<file path="src/rtl/iwc_pkg.sv">
package iwc_pkg;

    typedef enum logic [2:0] {
        RG_IRQ_EN   = 3'd0,
        RG_EVT_EN   = 3'd1,
        RG_IRQ_PEND = 3'd2,
        RG_EVT_PEND = 3'd3,
        RG_VBASE    = 3'd4
    } reg_idx_e;

    typedef enum logic {
        ST_RUN,
        ST_NAP
    } nap_state_e;

    typedef struct packed {
        logic        hit;
        logic        wr;
        reg_idx_e    idx;
        logic [31:0] data;
    } bus_op_t;

    function automatic logic [31:0] vec_addr(input logic [31:0] base, input logic [31:0] idx);
        return base + (idx << 2);
    endfunction

endpackage

</file>
<file path="src/rtl/iwc_edge_det.sv">
module iwc_edge_det #(
    parameter int W = 8
) (
    input  logic         clk,
    input  logic         rst,
    input  logic [W-1:0] lines,
    output logic [W-1:0] rise
);
    logic [W-1:0] prev_q;

    always_ff @(posedge clk) begin
        if (rst) prev_q <= '0;
        else     prev_q <= lines;
    end

    assign rise = lines & ~prev_q;
endmodule

</file>
<file path="src/rtl/iwc_regs.sv">
module iwc_regs
    import iwc_pkg::*;
#(
    parameter int          NUM_IRQ   = 32,
    parameter int          NUM_EVT   = 8,
    parameter int          ADDR_W    = 12,
    parameter logic [31:0] VBASE_RST = 32'h0000_0100,
    localparam int         ID_W      = (NUM_IRQ > 1) ? $clog2(NUM_IRQ) : 1
) (
    input  logic               clk,
    input  logic               rst,
    input  logic               psel,
    input  logic               penable,
    input  logic               pwrite,
    input  logic [ADDR_W-1:0]  paddr,
    input  logic [31:0]        pwdata,
    output logic [31:0]        prdata,
    input  logic [NUM_IRQ-1:0] irq_rise,
    input  logic [NUM_EVT-1:0] evt_rise,
    input  logic               irq_ack,
    input  logic [ID_W-1:0]    irq_ack_id,
    output logic [NUM_IRQ-1:0] irq_en,
    output logic [NUM_EVT-1:0] evt_en,
    output logic [NUM_IRQ-1:0] irq_pend,
    output logic [NUM_EVT-1:0] evt_pend,
    output logic [31:0]        vbase
);
    bus_op_t            op;
    logic [NUM_IRQ-1:0] irq_w1c;
    logic [NUM_IRQ-1:0] irq_ackm;
    logic [NUM_EVT-1:0] evt_w1c;

    always_comb begin
        op.hit  = psel && (paddr[ADDR_W-1:5] == '0);
        op.wr   = op.hit && penable && pwrite;
        op.idx  = reg_idx_e'(paddr[4:2]);
        op.data = pwdata;
    end

    always_comb begin
        irq_w1c = (op.wr && op.idx == RG_IRQ_PEND) ? op.data[NUM_IRQ-1:0] : '0;
        evt_w1c = (op.wr && op.idx == RG_EVT_PEND) ? op.data[NUM_EVT-1:0] : '0;
        for (int i = 0; i < NUM_IRQ; i++) begin
            irq_ackm[i] = irq_ack && (irq_ack_id == ID_W'(i));
        end
    end

    always_ff @(posedge clk) begin
        if (rst) begin
            irq_en   <= '0;
            evt_en   <= '0;
            irq_pend <= '0;
            evt_pend <= '0;
            vbase    <= VBASE_RST;
        end else begin
            if (op.wr && op.idx == RG_IRQ_EN) irq_en <= op.data[NUM_IRQ-1:0];
            if (op.wr && op.idx == RG_EVT_EN) evt_en <= op.data[NUM_EVT-1:0];
            if (op.wr && op.idx == RG_VBASE)  vbase  <= {op.data[31:2], 2'b00};
            // a fresh edge outranks any clear arriving in the same cycle
            irq_pend <= (irq_pend & ~irq_w1c & ~irq_ackm) | irq_rise;
            evt_pend <= (evt_pend & ~evt_w1c) | evt_rise;
        end
    end

    always_comb begin
        prdata = '0;
        if (op.hit) begin
            case (op.idx)
                RG_IRQ_EN:   prdata = 32'(irq_en);
                RG_EVT_EN:   prdata = 32'(evt_en);
                RG_IRQ_PEND: prdata = 32'(irq_pend);
                RG_EVT_PEND: prdata = 32'(evt_pend);
                RG_VBASE:    prdata = vbase;
                default:     prdata = '0;
            endcase
        end
    end
endmodule

</file>
<file path="src/rtl/iwc_prio_sel.sv">
module iwc_prio_sel
    import iwc_pkg::*;
#(
    parameter int  NUM_IRQ = 32,
    localparam int ID_W    = (NUM_IRQ > 1) ? $clog2(NUM_IRQ) : 1
) (
    input  logic [NUM_IRQ-1:0] req,
    input  logic [31:0]        base,
    output logic               valid,
    output logic [ID_W-1:0]    id,
    output logic [31:0]        vector
);
    always_comb begin
        valid = 1'b0;
        id    = '0;
        // scan downward so the lowest index is assigned last and wins
        for (int i = NUM_IRQ - 1; i >= 0; i--) begin
            if (req[i]) begin
                valid = 1'b1;
                id    = ID_W'(i);
            end
        end
        vector = vec_addr(base, 32'(id));
    end
endmodule

</file>
<file path="src/rtl/iwc_nap_ctrl.sv">
module iwc_nap_ctrl
    import iwc_pkg::*;
(
    input  logic clk,
    input  logic rst,
    input  logic sleep_req,
    input  logic wake_any,
    output logic clk_en
);
    nap_state_e state_q;

    always_ff @(posedge clk) begin
        if (rst) begin
            state_q <= ST_RUN;
            clk_en  <= 1'b1;
        end else begin
            case (state_q)
                ST_RUN: if (sleep_req && !wake_any) begin
                    state_q <= ST_NAP;
                    clk_en  <= 1'b0;
                end
                ST_NAP: if (wake_any) begin
                    state_q <= ST_RUN;
                    clk_en  <= 1'b1;
                end
                default: begin
                    state_q <= ST_RUN;
                    clk_en  <= 1'b1;
                end
            endcase
        end
    end
endmodule

</file>
<file path="src/rtl/irq_wake_ctrl.sv">
module irq_wake_ctrl
    import iwc_pkg::*;
#(
    parameter int          NUM_IRQ   = 32,
    parameter int          NUM_EVT   = 8,
    parameter int          ADDR_W    = 12,
    parameter logic [31:0] VBASE_RST = 32'h0000_0100,
    localparam int         ID_W      = (NUM_IRQ > 1) ? $clog2(NUM_IRQ) : 1
) (
    input  logic               clk,
    input  logic               rst,
    input  logic               psel,
    input  logic               penable,
    input  logic               pwrite,
    input  logic [ADDR_W-1:0]  paddr,
    input  logic [31:0]        pwdata,
    output logic [31:0]        prdata,
    output logic               pready,
    input  logic [NUM_IRQ-1:0] irq_lines,
    input  logic [NUM_EVT-1:0] evt_lines,
    input  logic               irq_ack,
    input  logic [ID_W-1:0]    irq_ack_id,
    input  logic               sleep_req,
    output logic               irq_valid,
    output logic [ID_W-1:0]    irq_id,
    output logic [31:0]        irq_vector,
    output logic               core_clk_en
);
    logic [NUM_IRQ-1:0] irq_rise, irq_en, irq_pend;
    logic [NUM_EVT-1:0] evt_rise, evt_en, evt_pend;
    logic [31:0]        vbase;
    logic               wake_any;

    assign pready = 1'b1;

    iwc_edge_det #(.W(NUM_IRQ)) irq_edge_i (
        .clk(clk), .rst(rst), .lines(irq_lines), .rise(irq_rise)
    );

    iwc_edge_det #(.W(NUM_EVT)) evt_edge_i (
        .clk(clk), .rst(rst), .lines(evt_lines), .rise(evt_rise)
    );

    iwc_regs #(
        .NUM_IRQ(NUM_IRQ), .NUM_EVT(NUM_EVT), .ADDR_W(ADDR_W), .VBASE_RST(VBASE_RST)
    ) regs_i (
        .clk(clk), .rst(rst),
        .psel(psel), .penable(penable), .pwrite(pwrite), .paddr(paddr),
        .pwdata(pwdata), .prdata(prdata),
        .irq_rise(irq_rise), .evt_rise(evt_rise),
        .irq_ack(irq_ack), .irq_ack_id(irq_ack_id),
        .irq_en(irq_en), .evt_en(evt_en),
        .irq_pend(irq_pend), .evt_pend(evt_pend), .vbase(vbase)
    );

    iwc_prio_sel #(.NUM_IRQ(NUM_IRQ)) sel_i (
        .req(irq_pend & irq_en), .base(vbase),
        .valid(irq_valid), .id(irq_id), .vector(irq_vector)
    );

    assign wake_any = (|(irq_pend & irq_en)) || (|(evt_pend & evt_en));

    iwc_nap_ctrl nap_i (
        .clk(clk), .rst(rst), .sleep_req(sleep_req),
        .wake_any(wake_any), .clk_en(core_clk_en)
    );
endmodule

</file>
<file path="config.mk">
export PLATFORM = sky130hd
export DESIGN_NAME = irq_wake_ctrl
export DESIGN_NICKNAME = d
export VERILOG_FILES = /design/src/rtl/iwc_pkg.sv /design/src/rtl/iwc_edge_det.sv /design/src/rtl/iwc_regs.sv /design/src/rtl/iwc_prio_sel.sv /design/src/rtl/iwc_nap_ctrl.sv /design/src/rtl/irq_wake_ctrl.sv
export SDC_FILE = /design/constraint.sdc
export NUM_CORES = 1
export LEC_CHECK = 0
export BUFFER_PORTS_ARGS = -buffer_cell sky130_fd_sc_hd__buf_2
export CORE_MARGIN = 2
export CORE_UTILIZATION = 25
export CTS_CLUSTER_DIAMETER = 50
export CTS_CLUSTER_SIZE = 14
export DETAILED_ROUTE_END_ITERATION = 16
export HOLD_SLACK_MARGIN = 0.1
export PLACE_DENSITY = 0.49
export SETUP_SLACK_MARGIN = 0.05
export SLEW_MARGIN = 10
export SYNTH_ARGS = -nofsm -noshare
export SYNTH_HDL_FRONTEND = slang
export SYNTH_SLANG_ARGS = --single-unit
</file>
<file path="constraint.sdc">
create_clock -name clk -period 4.3 [get_ports clk]
set_clock_uncertainty 0.15 [all_clocks]
set_input_delay 1.29 -clock clk [delete_from_list [all_inputs] [get_ports clk]]
set_output_delay 1.29 -clock clk [all_outputs]
set_load 0.03 [all_outputs]
</file>
==> results_dict.tcl <==
set metrics [dict create \
    status "finished with violations" \
    violations "setup timing" \
    h-tree-depth 4 \
    peakVddDrop_mv 0.244 \
    drc_errors 0 \
    final_cell_mix "nand2_1 (159), buf_4 (152), dfxtp_1 (139)" \
    area_delta_synth_final_pct 50.2 \
    leakagePower_nw 5.07 \
    clock_latency_ns 0.43 \
    antenna_left 0 \
    die_h_um 180 \
    grt_pass1_wl_um 45500 \
    pin_count 168 \
    final_nets 1351 \
    hold_viol 0 \
    slew_viol_final 0 \
    grt_pass1_vias 7773 \
    tightest_slew_ns 0.883 \
    clock_path_buffers 2 \
    holdBufCountCts 0 \
    yosysTopAreaCell "dfxtp_1" \
    cts_tree "built" \
    clkTransAtPathRegs_ns 0.07 \
    dpl.hpwl_um 21800 \
    maxCapViolations 0 \
    wl_um 29800 \
    yosys-top-cells-area "dfxtp_1 (39%), nand2_1 (8.0%), a21oi_1 (6.7%), mux2i_1 (5.2%), nor2b_1 (4.4%)" \
    maxSlewHeadroom 0.411 \
    clock_sinks 152 \
    p_per_area_mw_per_mm2 288 \
    worstSetupPathType "flop to primary output" \
    finalCriticalPeriod_ns 4.83 \
    ys.flop_type "dfxtp_1" \
    post-route-period-util 1.12 \
    syn_inst 963 \
    setup_viol 26 \
    overflow 0 \
    min_path_type "flop to flop" \
    dpl.cell_count 1608 \
    yosys_register_bits 152 \
    initial_core_util 0.253 \
    drt_iter0_drc 580 \
    crit_arrival_ns 3.39 \
    crit_fanout 3 \
    synth_warnings 0 \
    wl_per_cell_um 18.0 \
    die_w_um 180 \
    vias_per_cell 4.81 \
    synth_edf_count 0 \
    finalWorstSetupSlack_ns -0.528 \
    antenna_cells 0 \
    fmax_mhz 207 \
    synth_area_mm2 0.00772 \
    drive_above_1_share 0.384 \
    async_reset_ff_frac 0 \
    ys_seq_area_frac 0.394 \
    dieArea_mm2 0.0323 \
    fin_cells 1658 \
    cp-end-kind "primary output" \
    cts_made_buffers 17 \
    synth_top_area_share 0.394 \
    power_w 0.00334 \
    via_count 7979 \
    syn-mean-instance-area_um2 8.02 \
    coreArea_mm2 0.0305 \
    grt_usage 0.181 \
    rsz0062_at_grt "yes" \
    placementRows 64 \
    firstDrtPassIters 5 \
    final_common_cell "nand2_1" \
    cp-start-kind "flop" \
    grt_antenna_before_repair 0 \
    root_buffer "clkbuf_16" \
    synthDistinctLibCells 54 \
    port_buffers 162 \
    required_ns 2.86 \
    place.gp.congestion 0.816 \
    grt_max_degree 81 \
]
repair_timing:
| action | CTS | global route |
|---|---|---|
| pin swaps | 24 | 20 |
| resized for setup | 125 | 31 |
| buffers inserted | 17 | 5 |
| cloned | 1 | 0 |
| endpoints found under the setup margin | 33 | 34 |
critical path, stage by stage, from the launching register on:
cell     delay (ns)
dfxtp_2        0.36
buf_4          0.12
nand2_1        0.04
a32oi_1        0.20
a21oi_1        0.11
nor3_2         0.25
a21oi_4        0.11
ha_4           0.18
fa_2           0.35
a211o_1        0.35
a21oi_4        0.21
nor3_4         0.07
buf_6          0.14
buf_6          0.12
nand3_4        0.08
xnor2_4        0.13
buf_6          0.15
state kept, by name, indices dropped and copies added (netlist names):
register           cells
evt_edge_i.prev_q      8
irq_edge_i.prev_q     32
nap_i.clk_en           1
nap_i.state_q          1
regs_i.evt_en          8
regs_i.evt_pend        8
regs_i.irq_en         32
regs_i.irq_pend       32
regs_i.vbase          30
final timing paths:
path | start | endpoint | slack [ns] | cells past startpoint
setup / recovery | regs_i.irq_en[18] | irq_vector[28] | -0.53 | 16
hold / removal | irq_edge_i.prev_q[30] | regs_i.irq_pend[30] | 0.30 | 2
setup reg to reg | regs_i.irq_en[20] | nap_i.clk_en | 2.09 | 11
hold reg to reg | irq_edge_i.prev_q[30] | regs_i.irq_pend[30] | 0.30 | 2
layout make-up:
| cell class | instances | area [um2] |
|---|---|---|
| clock buffers | 18 | 439 |
| clock inverters | 14 | 139 |
| fillers | 3210 | 18900 |
| inverters | 35 | 131 |
| multi-input cells | 718 | 5030 |
| flip-flops and latches | 152 | 3060 |
| well taps | 396 | 495 |
| repair buffers | 325 | 2300 |
where the power goes:
group          switching, W  total, W  internal [W]  leakage (nW)
Combinational      0.000176  0.000333      0.000157          3.53
Clock              0.000678   0.00151      0.000828         0.282
Sequential        0.0000378   0.00150       0.00147          1.25
Total              0.000892   0.00334       0.00245          5.07
cell families after synthesis:
kind of cell,synth area share
simple gates,0.255
compound gates,0.201
flops,0.394
buf+inv,0.0569
mux,0.0518
xor+xnor,0.0295
fa+ha+maj,0.0107
other cells,0.000972
synthesized netlist by cell type, types with 21 or more instances:
master and number:
nor2b_1 54, dfxtp_1 152, clkbuf_1 34, nor2_1 88, inv_1 35, a22oi_1 21, a21oi_1 103, a221oi_1 35
mux2i_1 40, nand2_1 164, nand2b_1 46, a21o_1 34
routing by layer:
metal  wire (um)  vias to the layer above  GRT usage
met5           0                        -          0
met4         376                        0     0.0410
met3        1590                       20     0.0328
met2       14300                      232      0.302
met1       13500                     3830      0.244
li1            -                     3897          -
through the flow:
| step | instance area [um2] | utilization | hold slack, ns | setup TNS (ns) | worst slack [ns] |
|---|---|---|---|---|---|
| floorplan | 8070 | - | 0.280 | -0.0730 | -0.0384 |
| global placement | 10200 | 0.335 | 0.284 | -5.59 | -0.359 |
| detailed placement | 10200 | 0.335 | 0.289 | -6.36 | -0.421 |
| CTS | 11500 | 0.375 | 0.304 | -12.47 | -0.626 |
| global route | 11600 | 0.380 | 0.324 | -15.00 | -0.662 |
| finish | 11600 | 0.380 | 0.300 | -11.37 | -0.528 |
No activity file was read; power rests on OpenSTA's default activity.
